$ cat src/rtl/cct_pkg.sv
package cct_pkg;
  localparam int CNT_W   = 16;
  localparam int N_EXT   = 4;
  localparam int PRE_W   = 3;
  localparam int ADDR_W  = 3;

  localparam logic [ADDR_W-1:0] ADR_CTRL  = 3'd0;
  localparam logic [ADDR_W-1:0] ADR_IO    = 3'd1;
  localparam logic [ADDR_W-1:0] ADR_STAT  = 3'd2;
  localparam logic [ADDR_W-1:0] ADR_IEN   = 3'd3;
  localparam logic [ADDR_W-1:0] ADR_START = 3'd4;
  localparam logic [ADDR_W-1:0] ADR_CNT   = 3'd5;
  localparam logic [ADDR_W-1:0] ADR_REGA  = 3'd6;
  localparam logic [ADDR_W-1:0] ADR_REGB  = 3'd7;

  // strobes from control to datapath
  typedef struct packed {
    logic             run;
    logic             startClr;
    logic             wrCnt;
    logic             wrRegA;
    logic             wrRegB;
    logic [CNT_W-1:0] wdata;
  } strobes_t;

  // static configuration fields
  typedef struct packed {
    logic [2:0] clkSel;
    logic [1:0] edgeSel;
    logic [1:0] clrSel;
    logic [2:0] ioA;
    logic [2:0] ioB;
  } cfg_t;

  // events from datapath to control
  typedef struct packed {
    logic ovf;
    logic hitB;
    logic hitA;
  } events_t;
endpackage

$ cat src/rtl/cct_datapath.sv
module cct_datapath
  import cct_pkg::*;
#(
  parameter int SYNC_STAGES = 2
) (
  input  logic             clk,
  input  logic             rstN,
  input  strobes_t         stb,
  input  cfg_t             cfg,
  input  logic [N_EXT-1:0] extClk,
  input  logic             capA,
  input  logic             capB,
  output logic [CNT_W-1:0] cnt,
  output logic [CNT_W-1:0] regA,
  output logic [CNT_W-1:0] regB,
  output events_t          ev,
  output logic             outA,
  output logic             outB
);
  localparam int N_IN = N_EXT + 2;

  logic [PRE_W-1:0] preDiv;
  logic             intTick;
  logic [N_IN-1:0]  rawIn;
  logic [N_IN-1:0]  rise;
  logic [N_IN-1:0]  fall;
  logic             extTick;
  logic             tick;
  logic             adv;
  logic             capModeA;
  logic             capModeB;
  logic             cmpA;
  logic             cmpB;
  logic             capEvA;
  logic             capEvB;
  logic             clrNow;

  // free-running prescaler
  always_ff @(posedge clk or negedge rstN) begin
    if (!rstN) preDiv <= '0;
    else       preDiv <= preDiv + 1'b1;
  end

  always_comb begin
    case (cfg.clkSel[1:0])
      2'd0:    intTick = 1'b1;
      2'd1:    intTick = preDiv[0];
      2'd2:    intTick = &preDiv[1:0];
      default: intTick = &preDiv;
    endcase
  end

  assign rawIn = {capB, capA, extClk};

  // synchronizers and edge detectors for every pin
  for (genvar i = 0; i < N_IN; i++) begin : g_sync
    logic [SYNC_STAGES:0] chain;
    always_ff @(posedge clk or negedge rstN) begin
      if (!rstN) chain <= '0;
      else       chain <= {chain[SYNC_STAGES-1:0], rawIn[i]};
    end
    assign rise[i] = chain[SYNC_STAGES-1] & ~chain[SYNC_STAGES];
    assign fall[i] = ~chain[SYNC_STAGES-1] & chain[SYNC_STAGES];
  end

  always_comb begin
    case (cfg.edgeSel)
      2'b00:   extTick = rise[cfg.clkSel[1:0]];
      2'b01:   extTick = fall[cfg.clkSel[1:0]];
      default: extTick = rise[cfg.clkSel[1:0]] | fall[cfg.clkSel[1:0]];
    endcase
  end

  assign tick = cfg.clkSel[2] ? extTick : intTick;
  assign adv  = stb.run & tick;

  function automatic logic capEdge(input logic [2:0] code, input logic r, input logic f);
    case (code)
      3'd4:    capEdge = r;
      3'd5:    capEdge = f;
      default: capEdge = r | f;
    endcase
  endfunction

  assign capModeA = cfg.ioA[2];
  assign capModeB = cfg.ioB[2];
  assign cmpA     = ~capModeA & adv & (cnt == regA);
  assign cmpB     = ~capModeB & adv & (cnt == regB);
  assign capEvA   = capModeA & capEdge(cfg.ioA, rise[N_EXT], fall[N_EXT]);
  assign capEvB   = capModeB & capEdge(cfg.ioB, rise[N_EXT+1], fall[N_EXT+1]);
  assign clrNow   = ((cfg.clrSel == 2'b01) & cmpA) | ((cfg.clrSel == 2'b10) & cmpB);

  assign ev.hitA = cmpA | capEvA;
  assign ev.hitB = cmpB | capEvB;
  assign ev.ovf  = adv & ~clrNow & (cnt == '1);

  always_ff @(posedge clk or negedge rstN) begin
    if (!rstN)             cnt <= '0;
    else if (stb.wrCnt)    cnt <= stb.wdata;
    else if (stb.startClr) cnt <= '0;
    else if (adv)          cnt <= clrNow ? '0 : cnt + 1'b1;
  end

  always_ff @(posedge clk or negedge rstN) begin
    if (!rstN)           regA <= '0;
    else if (capEvA)     regA <= cnt;
    else if (stb.wrRegA) regA <= stb.wdata;
  end

  always_ff @(posedge clk or negedge rstN) begin
    if (!rstN)           regB <= '0;
    else if (capEvB)     regB <= cnt;
    else if (stb.wrRegB) regB <= stb.wdata;
  end

  function automatic logic pinNext(input logic [2:0] code, input logic cur, input logic hit);
    if (!hit) return cur;
    case (code)
      3'd1:    return 1'b0;
      3'd2:    return 1'b1;
      3'd3:    return ~cur;
      default: return cur;
    endcase
  endfunction

  always_ff @(posedge clk or negedge rstN) begin
    if (!rstN) begin
      outA <= 1'b0;
      outB <= 1'b0;
    end else begin
      outA <= pinNext(cfg.ioA, outA, cmpA);
      outB <= pinNext(cfg.ioB, outB, cmpB);
    end
  end

  AST_CNT_HOLD: assert property (@(posedge clk) disable iff (!rstN)
    (!stb.run && !stb.wrCnt && !stb.startClr) |=> $stable(cnt));
  AST_MATCH_CLEAR: assert property (@(posedge clk) disable iff (!rstN)
    ((cfg.clrSel == 2'b01) && cmpA && !stb.wrCnt && !stb.startClr) |=> (cnt == '0));
  AST_SYNC_CLEAR: assert property (@(posedge clk) disable iff (!rstN)
    (stb.startClr && !stb.wrCnt) |=> (cnt == '0));
  AST_CAP_LOAD: assert property (@(posedge clk) disable iff (!rstN)
    capEvA |=> (regA == $past(cnt)));
  AST_CAP_HOLD: assert property (@(posedge clk) disable iff (!rstN)
    capModeA |=> $stable(outA));
endmodule

$ cat src/rtl/cct_ctrl.sv
module cct_ctrl
  import cct_pkg::*;
(
  input  logic              clk,
  input  logic              rstN,
  input  logic [ADDR_W-1:0] busAddr,
  input  logic [CNT_W-1:0]  busWdata,
  input  logic              busWr,
  input  logic              busRd,
  output logic [CNT_W-1:0]  busRdata,
  input  events_t           ev,
  input  logic [CNT_W-1:0]  cnt,
  input  logic [CNT_W-1:0]  regA,
  input  logic [CNT_W-1:0]  regB,
  output strobes_t          stb,
  output cfg_t              cfg,
  output logic              irq
);
  logic [7:0] ctrlReg;
  logic [7:0] ioReg;
  logic [2:0] ienReg;
  logic       startBit;
  logic [2:0] flags;
  logic [2:0] armed;
  logic [2:0] swClr;
  logic       rdStat;
  logic       wrStat;

  assign rdStat = busRd & (busAddr == ADR_STAT);
  assign wrStat = busWr & (busAddr == ADR_STAT);

  always_ff @(posedge clk or negedge rstN) begin
    if (!rstN) begin
      ctrlReg  <= '0;
      ioReg    <= '0;
      ienReg   <= '0;
      startBit <= 1'b0;
    end else if (busWr) begin
      case (busAddr)
        ADR_CTRL:  ctrlReg  <= busWdata[7:0];
        ADR_IO:    ioReg    <= busWdata[7:0];
        ADR_IEN:   ienReg   <= busWdata[2:0];
        ADR_START: startBit <= busWdata[0];
        default:   ;
      endcase
    end
  end

  assign cfg.clkSel  = ctrlReg[2:0];
  assign cfg.edgeSel = ctrlReg[4:3];
  assign cfg.clrSel  = ctrlReg[6:5];
  assign cfg.ioA     = ioReg[2:0];
  assign cfg.ioB     = ioReg[6:4];

  assign stb.run      = startBit;
  assign stb.startClr = busWr & (busAddr == ADR_START) & busWdata[0] & ~startBit
                        & (ctrlReg[6:5] == 2'b11);
  assign stb.wrCnt    = busWr & (busAddr == ADR_CNT);
  assign stb.wrRegA   = busWr & (busAddr == ADR_REGA);
  assign stb.wrRegB   = busWr & (busAddr == ADR_REGB);
  assign stb.wdata    = busWdata;

  // a zero write clears only flags seen set by an earlier read
  assign swClr = {3{wrStat}} & ~busWdata[2:0] & armed;

  always_ff @(posedge clk or negedge rstN) begin
    if (!rstN) begin
      flags <= '0;
      armed <= '0;
    end else begin
      flags <= {ev.ovf, ev.hitB, ev.hitA} | (flags & ~swClr);
      armed <= (armed & ~swClr) | (rdStat ? flags : 3'b000);
    end
  end

  assign irq = |(flags & ienReg);

  always_comb begin
    case (busAddr)
      ADR_CTRL:  busRdata = {8'h00, ctrlReg};
      ADR_IO:    busRdata = {8'h00, ioReg};
      ADR_STAT:  busRdata = {13'h0, flags};
      ADR_IEN:   busRdata = {13'h0, ienReg};
      ADR_START: busRdata = {15'h0, startBit};
      ADR_CNT:   busRdata = cnt;
      ADR_REGA:  busRdata = regA;
      default:   busRdata = regB;
    endcase
  end

  AST_OVF_FLAG: assert property (@(posedge clk) disable iff (!rstN)
    ev.ovf |=> flags[2]);
  AST_HW_WINS: assert property (@(posedge clk) disable iff (!rstN)
    ev.hitA |=> flags[0]);
  AST_FLAG_STICKY: assert property (@(posedge clk) disable iff (!rstN)
    (flags[0] && !wrStat) |=> flags[0]);
  AST_IRQ_MASK: assert property (@(posedge clk) disable iff (!rstN)
    (ienReg == 3'b000) |-> !irq);
endmodule

$ cat src/rtl/cc_timer_chan.sv
module cc_timer_chan
  import cct_pkg::*;
#(
  parameter int SYNC_STAGES = 2
) (
  input  logic              clk,
  input  logic              rstN,
  input  logic [ADDR_W-1:0] busAddr,
  input  logic [CNT_W-1:0]  busWdata,
  input  logic              busWr,
  input  logic              busRd,
  output logic [CNT_W-1:0]  busRdata,
  input  logic [N_EXT-1:0]  extClk,
  input  logic              capA,
  input  logic              capB,
  output logic              cmpOutA,
  output logic              cmpOutB,
  output logic              irq
);
  strobes_t         stb;
  cfg_t             cfg;
  events_t          ev;
  logic [CNT_W-1:0] cnt;
  logic [CNT_W-1:0] regA;
  logic [CNT_W-1:0] regB;

  cct_ctrl u_ctrl (
    .clk(clk), .rstN(rstN), .busAddr(busAddr), .busWdata(busWdata),
    .busWr(busWr), .busRd(busRd), .busRdata(busRdata), .ev(ev),
    .cnt(cnt), .regA(regA), .regB(regB), .stb(stb), .cfg(cfg), .irq(irq)
  );

  cct_datapath #(.SYNC_STAGES(SYNC_STAGES)) u_dp (
    .clk(clk), .rstN(rstN), .stb(stb), .cfg(cfg), .extClk(extClk),
    .capA(capA), .capB(capB), .cnt(cnt), .regA(regA), .regB(regB),
    .ev(ev), .outA(cmpOutA), .outB(cmpOutB)
  );
endmodule

$ cat config.mk
export PLATFORM = sky130hd
export DESIGN_NAME = cc_timer_chan
export DESIGN_NICKNAME = d
export VERILOG_FILES = /design/src/rtl/cct_pkg.sv /design/src/rtl/cct_datapath.sv /design/src/rtl/cct_ctrl.sv /design/src/rtl/cc_timer_chan.sv
export SDC_FILE = /design/constraint.sdc
export NUM_CORES = 1
export LEC_CHECK = 0
export BUFFER_PORTS_ARGS = -buffer_cell sky130_fd_sc_hd__buf_4
export CAP_MARGIN = 20
export CORE_MARGIN = 4
export CORE_UTILIZATION = 50
export DETAILED_ROUTE_END_ITERATION = 8
export GPL_ROUTABILITY_DRIVEN = 0
export GPL_TIMING_DRIVEN = 0
export PLACE_DENSITY = 0.69
export SETUP_SLACK_MARGIN = 0.05
export SYNTH_ARGS = -nofsm -noshare
export SYNTH_HDL_FRONTEND = slang
export SYNTH_SLANG_ARGS = --single-unit
$ cat constraint.sdc
create_clock -name clk -period 2.25 [get_ports clk]
set_input_delay 0.45 -clock clk [delete_from_list [all_inputs] [get_ports clk]]
set_output_delay 0.45 -clock clk [all_outputs]
set_load 0.005 [all_outputs]
* After elaboration in Yosys (flattened, before gate mapping)
Index checks and enable logic that the tools add are counted.
** Word-level totals
- Output and inout port bits :: 19
- Flip-flop bits (word level) :: 97
- Word-level logic and storage cells :: 150
** Operators by class
- Bitwise operators :: 65
- Equal/unequal tests :: 26
- Multiplexer cells :: 21
- Reductions and logical operators :: 17
- Order comparisons :: 1
- $add $sub $neg :: 2
** Operator list (count)
- $mux W16 :: 8
- $pmux W16 S7 :: 1
- $and A1 B1 Y1 :: 32
- $eq A16 B16 Y1 :: 2
- $eq A3 B3 Y1 const B :: 8
- $eq A3 B2 Y1 const B :: 6
- $not A1 Y1 :: 18
- $add A16 B1 Y16 const B :: 1
- $eq A16 B16 Y1 const B :: 1
- $and A3 B3 Y3 :: 5
- $reduce_and A2 Y1 :: 7
- $eq A3 B1 Y1 const B :: 3
- $pmux W1 S3 :: 3
- $reduce_bool A3 Y1 :: 3
- $eq A2 B1 Y1 const B :: 3
- $eq A2 B2 Y1 const B :: 3
- $not A3 Y3 :: 2
- $or A1 B1 Y1 :: 6
- $or A3 B3 Y3 :: 2
- $pmux W1 S2 :: 3
- $bmux W1 S2 :: 2
- $logic_not A2 Y1 :: 2
- $lt A2 B4 Y1 const B :: 1
- $reduce_bool A2 Y1 :: 2
- other kinds (6) :: 8

* Depth between registers and ports, before layout
- Depth after elaboration :: 16
- Gate-level depth with buffers :: 10

* By module
From an unflattened synthesis, not the netlist that was laid out.
** Second synthesis, totals
- Cell total of the unflattened synthesis :: 616
- Area, all modules :: 6138.4 µm²
** By module, submodules not included
- cct_datapath :: sequential area each 1776.7 µm², area each 4088.9 µm², times used 1, cells an instance 419
- cct_ctrl :: sequential area each 650.6 µm², area each 2049.5 µm², times used 1, cells an instance 197

* Worst setup path after synthesis
Ideal clock, no wire load.
- Path type :: input to output
- From :: in busAddr[2]
- To :: out busRdata[2]
- Buffers on the path :: 3
- Arrival :: 1700 ps
- Data required time :: 1800 ps
- Slack :: 100 ps
- Stages :: 7
- Cells stage by stage :: clkbuf_1 -> clkbuf_1 -> clkbuf_1 -> o21ai_0 -> o21ai_0 -> nand2_1 -> a21oi_1
** On the way
- Longest elaborated chain between the ends :: 2
** RTL lines
- from (decl) :: line cc_timer_chan.sv:8 : input logic [ADDR_W-1:0] busAddr,
- $eq A3 B3 Y1, or another cell as far along :: line cct_ctrl.sv:79 : case (busAddr)
- $pmux W16 S7 (*) :: line cct_ctrl.sv:79
- to (decl) :: line cc_timer_chan.sv:12 : output logic [CNT_W-1:0] busRdata,
Every way passes the cells marked *; elsewhere a longest branch is shown, timed or not.

* Worst setup path in the final report
- From :: reg u_dp.cnt[0]
- To :: reg u_dp.cnt[5]
** On the way
- Longest elaborated chain between the ends :: 8
** RTL lines
- from (decl) :: line cct_datapath.sv:13 : output logic [CNT_W-1:0] cnt,
- from (signal assigned) :: line cct_datapath.sv:99 : else if (stb.wrCnt) cnt <= stb.wdata;
- from (signal assigned) :: line cct_datapath.sv:101 : else if (adv) cnt <= clrNow ? '0 : cnt + 1'b1;
- branches (longest 4 deep; another with $add A16 B1 Y16)
- $mux W16 (*) (2 in series) :: line cct_datapath.sv:101
- $mux W16 (*) :: line cct_datapath.sv:100 : else if (stb.startClr) cnt <= '0;
- $mux W16 (*) :: line cct_datapath.sv:99
Mark *: on every way between the ends. The select of a mux whose other input is x is not followed.
A chain may end at the register's enable or synchronous reset.

==> metrics.txt <==
hold_ws 68.5 ps; Pleak 3.18 nW; Synth area leader dfrtp_1; CTS tree yes; max cap viols 0; PwrDens 972 nW/um^2; Hold Crit Class in -> async; Die Footprint 13,200 um^2; Critical Path Sink Type flip-flop; largest net degree at the start of global routing 60; max layer used met4; synthesized area 5720 um^2; DP Wirelength 12,000 um; RSZ-0062 raised after global routing true; core area 11,000 um^2; Slew Viols, Final 0; most frequent cells in the layout 96 x dfrtp_1, 60 x buf_4, 55 x nor2_1; final hold violations 0; synthesized area per cell 9.43 um^2; crit path time final 2230 ps; CTS H-tree lvls 3; DR WL/cell 20.8 um; Diodes inserted 0; Cells after Synth 607; Reg clk slew, reported paths 70 ps; commonest non-fill, non-tap cell in the layout dfrtp_1; EDFF count, synth 0; Least-Margin Pin Slew 794 ps; Max VDD drop 0.460 mV; # nets final 709; register bit total from synthesis 97; GRT Util Overall 26.6%; CTS Sinks 97; vias in the first global route 4,913; Vias 5,030; post-synthesis sequential area ratio 42.4%; CP arrival 2470 ps; cts bufs inserted 9; synth warn 0; top_reg_cell synth dfrtp_1; Row Count 38; DRC Markers 0; CP Data Required Time 2480 ps; die width 115 um; Placed Instance Area 6260 um^2; FF/Latch Area 2430 um^2; iteration-0 DRC count of the detailed router 459; ANT nets after route 0; total power 6.77 mW; initial antenna violation count 0; First-pass DRT Iterations 5; Die Y 115 um; Reg-to-Reg End u_dp.cnt[5]; Async SR Flop Fraction 100%; Metal-1 WL 7420 um; met2 wire len 7720 um; first-pass GRT wire length 27,100 um; area grow syn2layout 21.7%; I/O pin cnt 48; Final Setup Violations 0; status complete, no violations; Worst R2R Start u_dp.cnt[0]; Initial Utilization 51.9%; post-DR vias/cell 6.15; worst clock skew 9.24 ps; CP startpoint kind flip-flop; drt total wl 17,000 um; Clock Tree Root clkbuf_16; Clock Latency Late Sink 350 ps; top cell type's share of synthesized area 42.4%; crit path max fanout 10; fillers 911; fin crit share 99.3%; worst-case reg-to-reg path depth 8; slack of the worst reg-to-reg path 20 ps; Final Cell Area 6970 um^2; Max Fclk 0.448 GHz; kind of critical path reg -> reg; area occupied by multi-input gates 3180 um^2; # port buffers 44; fraction of layout cells with a size suffix above 1 24.8%; Met3 Routed Length 1410 um; grt total ovfl 0; clk buf depth 2; Synth cell types 54; Synthesized Nets 643; synth top area cells dfrtp_1 42%, mux2i_1 9.1%, mux2_2 4.7%; slew margin rel. 46.8%
power by group:
part | switching, mW | internal (mW) | leakage, nW
clock network | 0.713 | 0.907 | 0.150
registers | 0.438 | 2.18 | 1.11
logic | 1.38 | 1.15 | 1.92
flip-flops by register name (all words and copies together), names as in the netlist, 3 cells and up:
| signal | count |
|---|---|
| u_ctrl.ctrlReg | 8 |
| u_dp.cnt | 16 |
| u_dp.regA | 16 |
| u_dp.g_sync.chain | 18 |
| u_ctrl.ioReg | 8 |
| u_dp.preDiv | 3 |
| u_ctrl.ienReg | 3 |
| u_ctrl.flags | 3 |
| u_ctrl.armed | 3 |
| u_dp.regB | 16 |
cell usage after synthesis, types with 6 or more instances:
cell      number
a21boi_0       9
xor2_1        28
inv_1         13
mux2i_1       52
ha_1           7
buf_2         19
dfrtp_1       97
nor2b_1       18
nor2_1        56
nand2_1       51
o31ai_1        8
nand3_1       11
o21ai_0       17
and2_1        12
a31oi_1       16
nor3_1        18
o22ai_1        6
nor4_1         9
mux2_2        24
clkbuf_1      23
a21oi_1       45
through the flow:
| step | utilization (%) | instances | setup slack (ps) | TNS (ps) |
|---|---|---|---|---|
| 2_1_floorplan | - | 607 | 100 | 0 |
| 3_3_place_gp | 56.5 | 791 | -639 | -9880 |
| 3_5_place_dp | 56.7 | 792 | -643 | -12050 |
| 4_1_cts | 61.0 | 812 | 20.3 | 0 |
| 5_1_grt | 63.2 | 818 | -25.1 | -91.6 |
| 6_report | 63.2 | 818 | 16.1 | 0 |
worst max-delay path, stage by stage, from the launching register on:
cell	delay (ps)
dfrtp_1	400
buf_6	150
xnor2_4	170
nand4_1	120
or3_4	360
o32a_4	420
buf_6	180
a31oi_1	210
o31ai_1	90
per-layer routing:
metal / vias up / track usage (%)
met5: - / 0
met4: 0 / 8.84
met3: 44 / 5.42
met2: 238 / 40.1
met1: 2463 / 38.3
li1: 2285 / -
layout make-up:
class	count	area share, %
Multi-Input combinational cell	448	45.7
Sequential cell	97	34.9
Timing Repair Buffer	56	6.50
Buffer	47	5.21
Clock buffer	10	3.43
Tap cell	140	2.51
Clock inverter	6	1.04
Inverter	14	0.754
how the worst max path moves through the flow:
stage                 start  cells after the start            to
6_report        u_dp.cnt[0]                      8   u_dp.cnt[5]
4_1_cts        u_dp.cnt[10]                      7  u_dp.cnt[14]
3_3_place_gp     busAddr[0]                      8   busRdata[0]
5_1_grt         u_dp.cnt[0]                      8   u_dp.cnt[3]
3_5_place_dp     busAddr[0]                      7   busRdata[6]
2_1_floorplan    busAddr[2]                      7   busRdata[2]
kinds of logic (layout without fill, tap and decap cells):
logic type / after synthesis / count (layout) / share of synthesized area [%]
and+or+nand+nor: 200 / 200 / 17.1
AOI/OAI and AO/OA: 133 / 133 / 14.9
DFF: 97 / 97 / 42.4
adders and majority gates: 7 / 7 / 1.53
xor gates and xnor gates: 32 / 32 / 5.16
muxes: 76 / 76 / 13.8
buffers and inverters: 62 / 133 / 5.07
timing repair:
action / in CTS / in global routing
hold buffers: 0 / 0
resized for setup: 40 / 58
pin swaps: 9 / 8
buffers inserted: 5 / 6
setup endpoints to repair: 57 / 51
Power figures use the tool's default switching activity.
